<file path="src/rtl/dly_dma_pkg.sv">
package dly_dma_pkg;
  typedef enum logic [2:0] {
    ST_IDLE = 3'd0,
    ST_IRD  = 3'd1,
    ST_EWR  = 3'd2,
    ST_ERD  = 3'd3,
    ST_IWR  = 3'd4,
    ST_DONE = 3'd5
  } state_e;

  typedef enum logic [2:0] {
    SEL_IPTR = 3'd0,
    SEL_ISTP = 3'd1,
    SEL_WCNT = 3'd2,
    SEL_EPTR = 3'd3,
    SEL_ESTP = 3'd4,
    SEL_RCNT = 3'd5,
    SEL_RPTR = 3'd6
  } sel_e;
endpackage

</file>
<file path="src/rtl/dly_dma_regs.sv">
module dly_dma_regs #(
  parameter int IADDR_W = 12,
  parameter int EADDR_W = 16,
  parameter int CNT_W   = 8,
  parameter int CFG_W   = 32
) (
  input  logic               clk_i,
  input  logic               rst_ni,
  input  logic               we_i,
  input  logic [2:0]         sel_i,
  input  logic [CFG_W-1:0]   wdata_i,
  input  logic               lock_i,
  output logic [IADDR_W-1:0] iptr_o,
  output logic [IADDR_W-1:0] istp_o,
  output logic [CNT_W-1:0]   wcnt_o,
  output logic [EADDR_W-1:0] eptr_o,
  output logic [EADDR_W-1:0] estp_o,
  output logic [CNT_W-1:0]   rcnt_o,
  output logic [EADDR_W-1:0] rptr_o
);
  import dly_dma_pkg::*;

  logic wr;
  assign wr = we_i && !lock_i;

  always_ff @(posedge clk_i or negedge rst_ni) begin
    if (!rst_ni) begin
      iptr_o <= '0;
      istp_o <= '0;
      wcnt_o <= '0;
      eptr_o <= '0;
      estp_o <= '0;
      rcnt_o <= '0;
      rptr_o <= '0;
    end else if (wr) begin
      case (sel_e'(sel_i))
        SEL_IPTR: iptr_o <= wdata_i[IADDR_W-1:0];
        SEL_ISTP: istp_o <= wdata_i[IADDR_W-1:0];
        SEL_WCNT: wcnt_o <= wdata_i[CNT_W-1:0];
        SEL_EPTR: eptr_o <= wdata_i[EADDR_W-1:0];
        SEL_ESTP: estp_o <= wdata_i[EADDR_W-1:0];
        SEL_RCNT: rcnt_o <= wdata_i[CNT_W-1:0];
        SEL_RPTR: rptr_o <= wdata_i[EADDR_W-1:0];
        default: ;
      endcase
    end
  end
endmodule

</file>
<file path="src/rtl/dly_dma_ptr.sv">
module dly_dma_ptr #(
  parameter int W = 12
) (
  input  logic         clk_i,
  input  logic         rst_ni,
  input  logic         load_i,
  input  logic [W-1:0] load_val_i,
  input  logic         step_i,
  input  logic [W-1:0] stp_i,
  output logic [W-1:0] ptr_o
);
  // step wraps modulo 2^W, so a negative step is its two's complement
  always_ff @(posedge clk_i or negedge rst_ni) begin
    if (!rst_ni)     ptr_o <= '0;
    else if (load_i) ptr_o <= load_val_i;
    else if (step_i) ptr_o <= ptr_o + stp_i;
  end
endmodule

</file>
<file path="src/rtl/dly_dma_ctrl.sv">
module dly_dma_ctrl #(
  parameter int CNT_W  = 8,
  parameter int DATA_W = 32
) (
  input  logic              clk_i,
  input  logic              rst_ni,
  input  logic              start_i,
  input  logic [CNT_W-1:0]  wcnt_i,
  input  logic [CNT_W-1:0]  rcnt_i,
  input  logic              imem_ack_i,
  input  logic              emem_ack_i,
  input  logic [DATA_W-1:0] imem_rdata_i,
  input  logic [DATA_W-1:0] emem_rdata_i,
  output logic              busy_o,
  output logic              done_o,
  output logic              imem_req_o,
  output logic              imem_we_o,
  output logic              emem_req_o,
  output logic              emem_we_o,
  output logic [DATA_W-1:0] buf_o,
  output logic              load_o,
  output logic              istep_o,
  output logic              ewstep_o,
  output logic              erstep_o
);
  import dly_dma_pkg::*;

  state_e           state_q, state_d;
  logic [CNT_W-1:0] wrem_q, rrem_q;

  assign load_o   = (state_q == ST_IDLE) && start_i;
  assign busy_o   = (state_q != ST_IDLE);
  assign done_o   = (state_q == ST_DONE);
  assign imem_req_o = (state_q == ST_IRD) || (state_q == ST_IWR);
  assign imem_we_o  = (state_q == ST_IWR);
  assign emem_req_o = (state_q == ST_EWR) || (state_q == ST_ERD);
  assign emem_we_o  = (state_q == ST_EWR);
  assign istep_o  = imem_req_o && imem_ack_i;
  assign ewstep_o = (state_q == ST_EWR) && emem_ack_i;
  assign erstep_o = (state_q == ST_ERD) && emem_ack_i;

  always_comb begin
    state_d = state_q;
    case (state_q)
      ST_IDLE: if (start_i) begin
        if (wcnt_i != '0)      state_d = ST_IRD;
        else if (rcnt_i != '0) state_d = ST_ERD;
        else                   state_d = ST_DONE;
      end
      ST_IRD: if (imem_ack_i) state_d = ST_EWR;
      ST_EWR: if (emem_ack_i) begin
        if (wrem_q != CNT_W'(1)) state_d = ST_IRD;
        else if (rrem_q != '0)   state_d = ST_ERD;
        else                     state_d = ST_DONE;
      end
      ST_ERD: if (emem_ack_i) state_d = ST_IWR;
      ST_IWR: if (imem_ack_i) state_d = (rrem_q == CNT_W'(1)) ? ST_DONE : ST_ERD;
      ST_DONE: state_d = ST_IDLE;
      default: state_d = ST_IDLE;
    endcase
  end

  always_ff @(posedge clk_i or negedge rst_ni) begin
    if (!rst_ni) begin
      state_q <= ST_IDLE;
      wrem_q  <= '0;
      rrem_q  <= '0;
      buf_o   <= '0;
    end else begin
      state_q <= state_d;
      if (load_o) begin
        wrem_q <= wcnt_i;
        rrem_q <= rcnt_i;
      end
      if (ewstep_o) wrem_q <= wrem_q - CNT_W'(1);
      if (istep_o && imem_we_o) rrem_q <= rrem_q - CNT_W'(1);
      if (istep_o && !imem_we_o) buf_o <= imem_rdata_i;
      if (erstep_o) buf_o <= emem_rdata_i;
    end
  end
endmodule

</file>
<file path="src/rtl/dly_dma_seq.sv">
module dly_dma_seq #(
  parameter int IADDR_W = 12,
  parameter int EADDR_W = 16,
  parameter int DATA_W  = 32,
  parameter int CNT_W   = 8,
  parameter int CFG_W   = 32
) (
  input  logic               clk_i,
  input  logic               rst_ni,
  input  logic               cfg_we_i,
  input  logic [2:0]         cfg_sel_i,
  input  logic [CFG_W-1:0]   cfg_wdata_i,
  input  logic               start_i,
  output logic               busy_o,
  output logic               done_o,
  output logic               imem_req_o,
  output logic               imem_we_o,
  output logic [IADDR_W-1:0] imem_addr_o,
  output logic [DATA_W-1:0]  imem_wdata_o,
  input  logic [DATA_W-1:0]  imem_rdata_i,
  input  logic               imem_ack_i,
  output logic               emem_req_o,
  output logic               emem_we_o,
  output logic [EADDR_W-1:0] emem_addr_o,
  output logic [DATA_W-1:0]  emem_wdata_o,
  input  logic [DATA_W-1:0]  emem_rdata_i,
  input  logic               emem_ack_i
);
  logic [IADDR_W-1:0] iptr_cfg, istp_cfg;
  logic [EADDR_W-1:0] eptr_cfg, estp_cfg, rptr_cfg;
  logic [CNT_W-1:0]   wcnt_cfg, rcnt_cfg;
  logic               load, istep, ewstep, erstep;
  logic [DATA_W-1:0]  buf_q;
  logic [EADDR_W-1:0] ew_ptr, er_ptr;

  dly_dma_regs #(.IADDR_W(IADDR_W), .EADDR_W(EADDR_W), .CNT_W(CNT_W), .CFG_W(CFG_W)) u_regs (
    .clk_i(clk_i), .rst_ni(rst_ni), .we_i(cfg_we_i), .sel_i(cfg_sel_i),
    .wdata_i(cfg_wdata_i), .lock_i(busy_o),
    .iptr_o(iptr_cfg), .istp_o(istp_cfg), .wcnt_o(wcnt_cfg), .eptr_o(eptr_cfg),
    .estp_o(estp_cfg), .rcnt_o(rcnt_cfg), .rptr_o(rptr_cfg)
  );

  dly_dma_ctrl #(.CNT_W(CNT_W), .DATA_W(DATA_W)) u_ctrl (
    .clk_i(clk_i), .rst_ni(rst_ni), .start_i(start_i),
    .wcnt_i(wcnt_cfg), .rcnt_i(rcnt_cfg),
    .imem_ack_i(imem_ack_i), .emem_ack_i(emem_ack_i),
    .imem_rdata_i(imem_rdata_i), .emem_rdata_i(emem_rdata_i),
    .busy_o(busy_o), .done_o(done_o),
    .imem_req_o(imem_req_o), .imem_we_o(imem_we_o),
    .emem_req_o(emem_req_o), .emem_we_o(emem_we_o),
    .buf_o(buf_q), .load_o(load),
    .istep_o(istep), .ewstep_o(ewstep), .erstep_o(erstep)
  );

  dly_dma_ptr #(.W(IADDR_W)) u_iptr (
    .clk_i(clk_i), .rst_ni(rst_ni), .load_i(load), .load_val_i(iptr_cfg),
    .step_i(istep), .stp_i(istp_cfg), .ptr_o(imem_addr_o)
  );

  dly_dma_ptr #(.W(EADDR_W)) u_ewptr (
    .clk_i(clk_i), .rst_ni(rst_ni), .load_i(load), .load_val_i(eptr_cfg),
    .step_i(ewstep), .stp_i(estp_cfg), .ptr_o(ew_ptr)
  );

  dly_dma_ptr #(.W(EADDR_W)) u_erptr (
    .clk_i(clk_i), .rst_ni(rst_ni), .load_i(load), .load_val_i(rptr_cfg),
    .step_i(erstep), .stp_i(estp_cfg), .ptr_o(er_ptr)
  );

  assign emem_addr_o  = emem_we_o ? ew_ptr : er_ptr;
  assign emem_wdata_o = buf_q;
  assign imem_wdata_o = buf_q;
endmodule

</file>
<file path="config.mk">
export PLATFORM = sky130hd
export DESIGN_NAME = dly_dma_seq
export DESIGN_NICKNAME = d
export VERILOG_FILES = /design/src/rtl/dly_dma_pkg.sv /design/src/rtl/dly_dma_regs.sv /design/src/rtl/dly_dma_ptr.sv /design/src/rtl/dly_dma_ctrl.sv /design/src/rtl/dly_dma_seq.sv
export SDC_FILE = /design/constraint.sdc
export NUM_CORES = 1
export LEC_CHECK = 0
export BUFFER_PORTS_ARGS = -buffer_cell sky130_fd_sc_hd__buf_2
export CAP_MARGIN = 0
export CORE_MARGIN = 8
export CORE_UTILIZATION = 60
export CTS_CLUSTER_SIZE = 25
export DETAILED_ROUTE_END_ITERATION = 10
export PLACE_DENSITY = 0.91
export RECOVER_POWER = 100
export SYNTH_ARGS = -nofsm -noshare
export SYNTH_HDL_FRONTEND = slang
export SYNTH_SLANG_ARGS = --single-unit
</file>
<file path="constraint.sdc">
create_clock -name clk_i -period 4.1 [get_ports clk_i]
set_input_delay 0.41 -clock clk_i [delete_from_list [all_inputs] [get_ports clk_i]]
set_output_delay 0.41 -clock clk_i [all_outputs]
set_load 0.005 [all_outputs]
</file>
==> flow_summary.toml <==
[power]
ir_drop_mv = 0.4122
power_density_nw_per_um2 = 847.9
internal-power_mw = 5.681
clkPwrFrac_pct = 17.5
totalPowerFinal_mw = 9.750
sw_frac_of_total_pct = 41.73
p_switching_mw = 4.069
leakage_nw = 5.116
seqPwrFrac_pct = 35.2
pwr-share-comb_pct = 47.4

[global_route]
grt_pass1_vias = 8491
grt_use_total_pct = 25.70
grt_max_degree = 90
grt_pass1_wl_mm = 44.59
grt-ovfl-total = 0
antenna_found_initial = 0

[worst_setup_path]
cp_data_required_time_ns = 3.69
ff2ff_setup_slack_ns = 0.68
slowest_stage = "and2_0"
worst-path-max-fanout = 17
path_cells = "nor2_1 -> and2_0 -> mux2_2 -> clkbuf_1"
critical-path-max-stage-delay_ns = 1.12
cp.arrival_ns = 3.02
r2r.worst_path.cells = 5
critical-path-top-delay-family = "simple AND/OR/NAND/NOR gates"
crit_type = "reg2out"
crit_start = "u_ctrl.state_q[0]"
r2r_end = "u_ewptr.ptr_o[9]"
worstPathBufferInverterCount = 1
worst_r2r_startpoint = "u_ctrl.state_q[0]"
end_kind = "output port"
startpoint_type = "register"

[final_layout]
drive_gt1_share_pct = 22.61
fin_cells = 1330
area_growth_pct = 12.22
ff_latch_area_um2 = 4579
antennaDiodeCount = 0
nFillCells = 1241
layout.nets = 1253
multiInputGateArea_um2 = 5095

[routing]
drt_wl_total_mm = 27.87
drt_first_iter_violations = 894
vias = 8303
drc = 0
via_per_inst = 6.243
dr.pass1.iters = 5
ant_nets = 0
wire_per_inst_um = 20.96

[logic_synthesis]
synth-main-ff-cell = "dfrtp_1"
synth_edf_count = 0
ys_top_cells_by_count = "dfrtp_1, mux2_2, nand2_1"
yosysTopAreaCellShare_pct = 44.69
netlist_instances = 961
syn_avg_cell_area_um2 = 10.66
synth-seq-cells = 183
synth.cell_area_um2 = 10250
synthArstFlopShare_pct = 100.0
synthTopCellsByArea = "dfrtp_1, mux2_2, ha_1, mux2i_1, nand2_1"
ys_warn_count = 0
seq_area_frac_synth_pct = 44.69
ys_types = 74
synth.most_common_cell = "dfrtp_1"
synth_area_leader_cell = "dfrtp_1"
syn-num-nets = 1115

[clock_network]
postCtsHoldBufs = 0
cts_tree = "yes"
clockBufferDepth = 2
insertion_delay_ns = 0.44
cts_made_buffers = 17
clkSinkCount = 183
cts.repair.resized = 0
post_cts_buffers = 0
clk_pin_slew_worst_paths_ns = 0.07
root_buffer = "clkbuf_16"
htreeDepth = 4

[outcome]
outcome = "finished with violations"
violations = "capacitance limit, slew limit"

[die]
die_area_um2 = 21520
start_util_pct = 61.57
row_count = 47
die_h_um = 146.7
core-area_um2 = 16640
die_w_um = 146.7
ios = 203

[worst_hold_path]
min_path_type = "in2reg"
hp-start = "emem_rdata_i[29]"
min_path_cells = 3
hold-path-endpoint = "u_ctrl.buf_o[29]"

[sta]
worstMarginPinSlew_ns = 2.207
fmax_ghz = 0.2917
period_share_pct = 83.60
fin_crit_ns = 3.428
setup_viol = 0
skew_ns = 0.01102
tns_ns = 0
rsz0062_at_grt = "no"
hold_viol_final = 0
slew_headroom_pct = -47.11
slew_violations = 165
layout_setup_ws_ns = 0.6723

[place]
dp.cells = 1300
numPortBuffers = 186
dp_hpwl_mm = 19.60
gp_congestion = 0.8987
dp_slack_ns = 1.432

[flow_run]
drv_cap = 4
worst max path at each step:
| stage | end | slack (ns) | cells after the start |
|---|---|---|---|
| floorplan | u_ewptr.ptr_o[14] | 1.87 | 9 |
| global placement | u_regs.istp_o[9] | 1.54 | 4 |
| detailed placement | u_regs.iptr_o[0] | 1.43 | 4 |
| CTS | emem_addr_o[1] | 1.07 | 4 |
| global route | u_ewptr.ptr_o[9] | 0.53 | 5 |
| finish | emem_addr_o[1] | 0.67 | 4 |
logic make-up after synthesis:
kind of cell               share of synthesized area, %
AOI/OAI and AO/OA                                 15.15
and+or+nand+nor                                   11.21
DFF                                               44.69
muxes                                             15.06
buffers and inverters                             5.288
adders and majority gates                         6.203
xor gates and xnor gates                          2.394
through the flow:
step / util, % / cell area [µm²] / hold WS, ns
after detailed placement: 66.34 / 11040 / 0.4814
after floorplan: - / 10250 / 0.1144
after CTS: 69.92 / 11640 / 0.06498
after global placement: 66.34 / 11040 / 0.4686
final: 69.09 / 11500 / 0.1766
after global routing: 69.09 / 11500 / 0.1783
area by class of cell:
| cell class | count | area share, % |
|---|---|---|
| clock buffers | 17 | 3.700 |
| well taps | 220 | 2.394 |
| repair buffers | 192 | 7.639 |
| clock inverters | 13 | 1.480 |
| inverters | 20 | 0.6529 |
| flip-flops and latches | 183 | 39.83 |
| multi-input cells | 685 | 44.31 |
layout by cell type (no fill, tap or decap), types with 7 or more instances in the layout:
cell       count
inv_1         20
clkbuf_16     17
mux2i_1       36
nor3_1         9
nor4_1         7
nor2b_1       11
nand2b_1      12
xor2_1        14
dfrtp_1      183
a22oi_1       32
o21ai_1        8
mux2_2        91
mux2_1        14
ha_1          46
clkbuf_1      76
a21oi_1       29
a221o_1       11
o211ai_1      14
buf_2        109
nor2_1        52
xnor2_1       14
nand2_1       89
o21ai_0       83
nand3_1       16
metal layers:
layer / vias up / wire (µm) / track usage [%]
li1: 3753 / - / -
met1: 4063 / 11060 / 30.82
met2: 411 / 13520 / 42.70
met3: 76 / 2245 / 6.273
met4: 0 / 1049 / 12.26
met5: - / 0 / 0
state kept, by name, indices dropped and copies added, names as in the netlist, 16 cells and up:
register and flops:
u_erptr.ptr_o 16, u_ewptr.ptr_o 16, u_regs.eptr_o 16, u_regs.rptr_o 16
u_ctrl.buf_o 32, u_regs.estp_o 16
worst min-delay path, cell delays in order:
cell and delay (ns):
buf_2 0.07, nand2_1 0.03, o21ai_0 0.06
power by group through the flow:
stage                     registers (mW)  logic [mW]  clock network (mW)
after floorplan                     3.19        3.59                   0
after global routing                3.52        5.10                1.79
after detailed placement            3.42        4.63                   0
final                               3.43        4.62                1.70
after CTS                           3.40        4.73                1.72
after global placement              3.36        4.44                   0
Power figures use the tool's default switching activity.
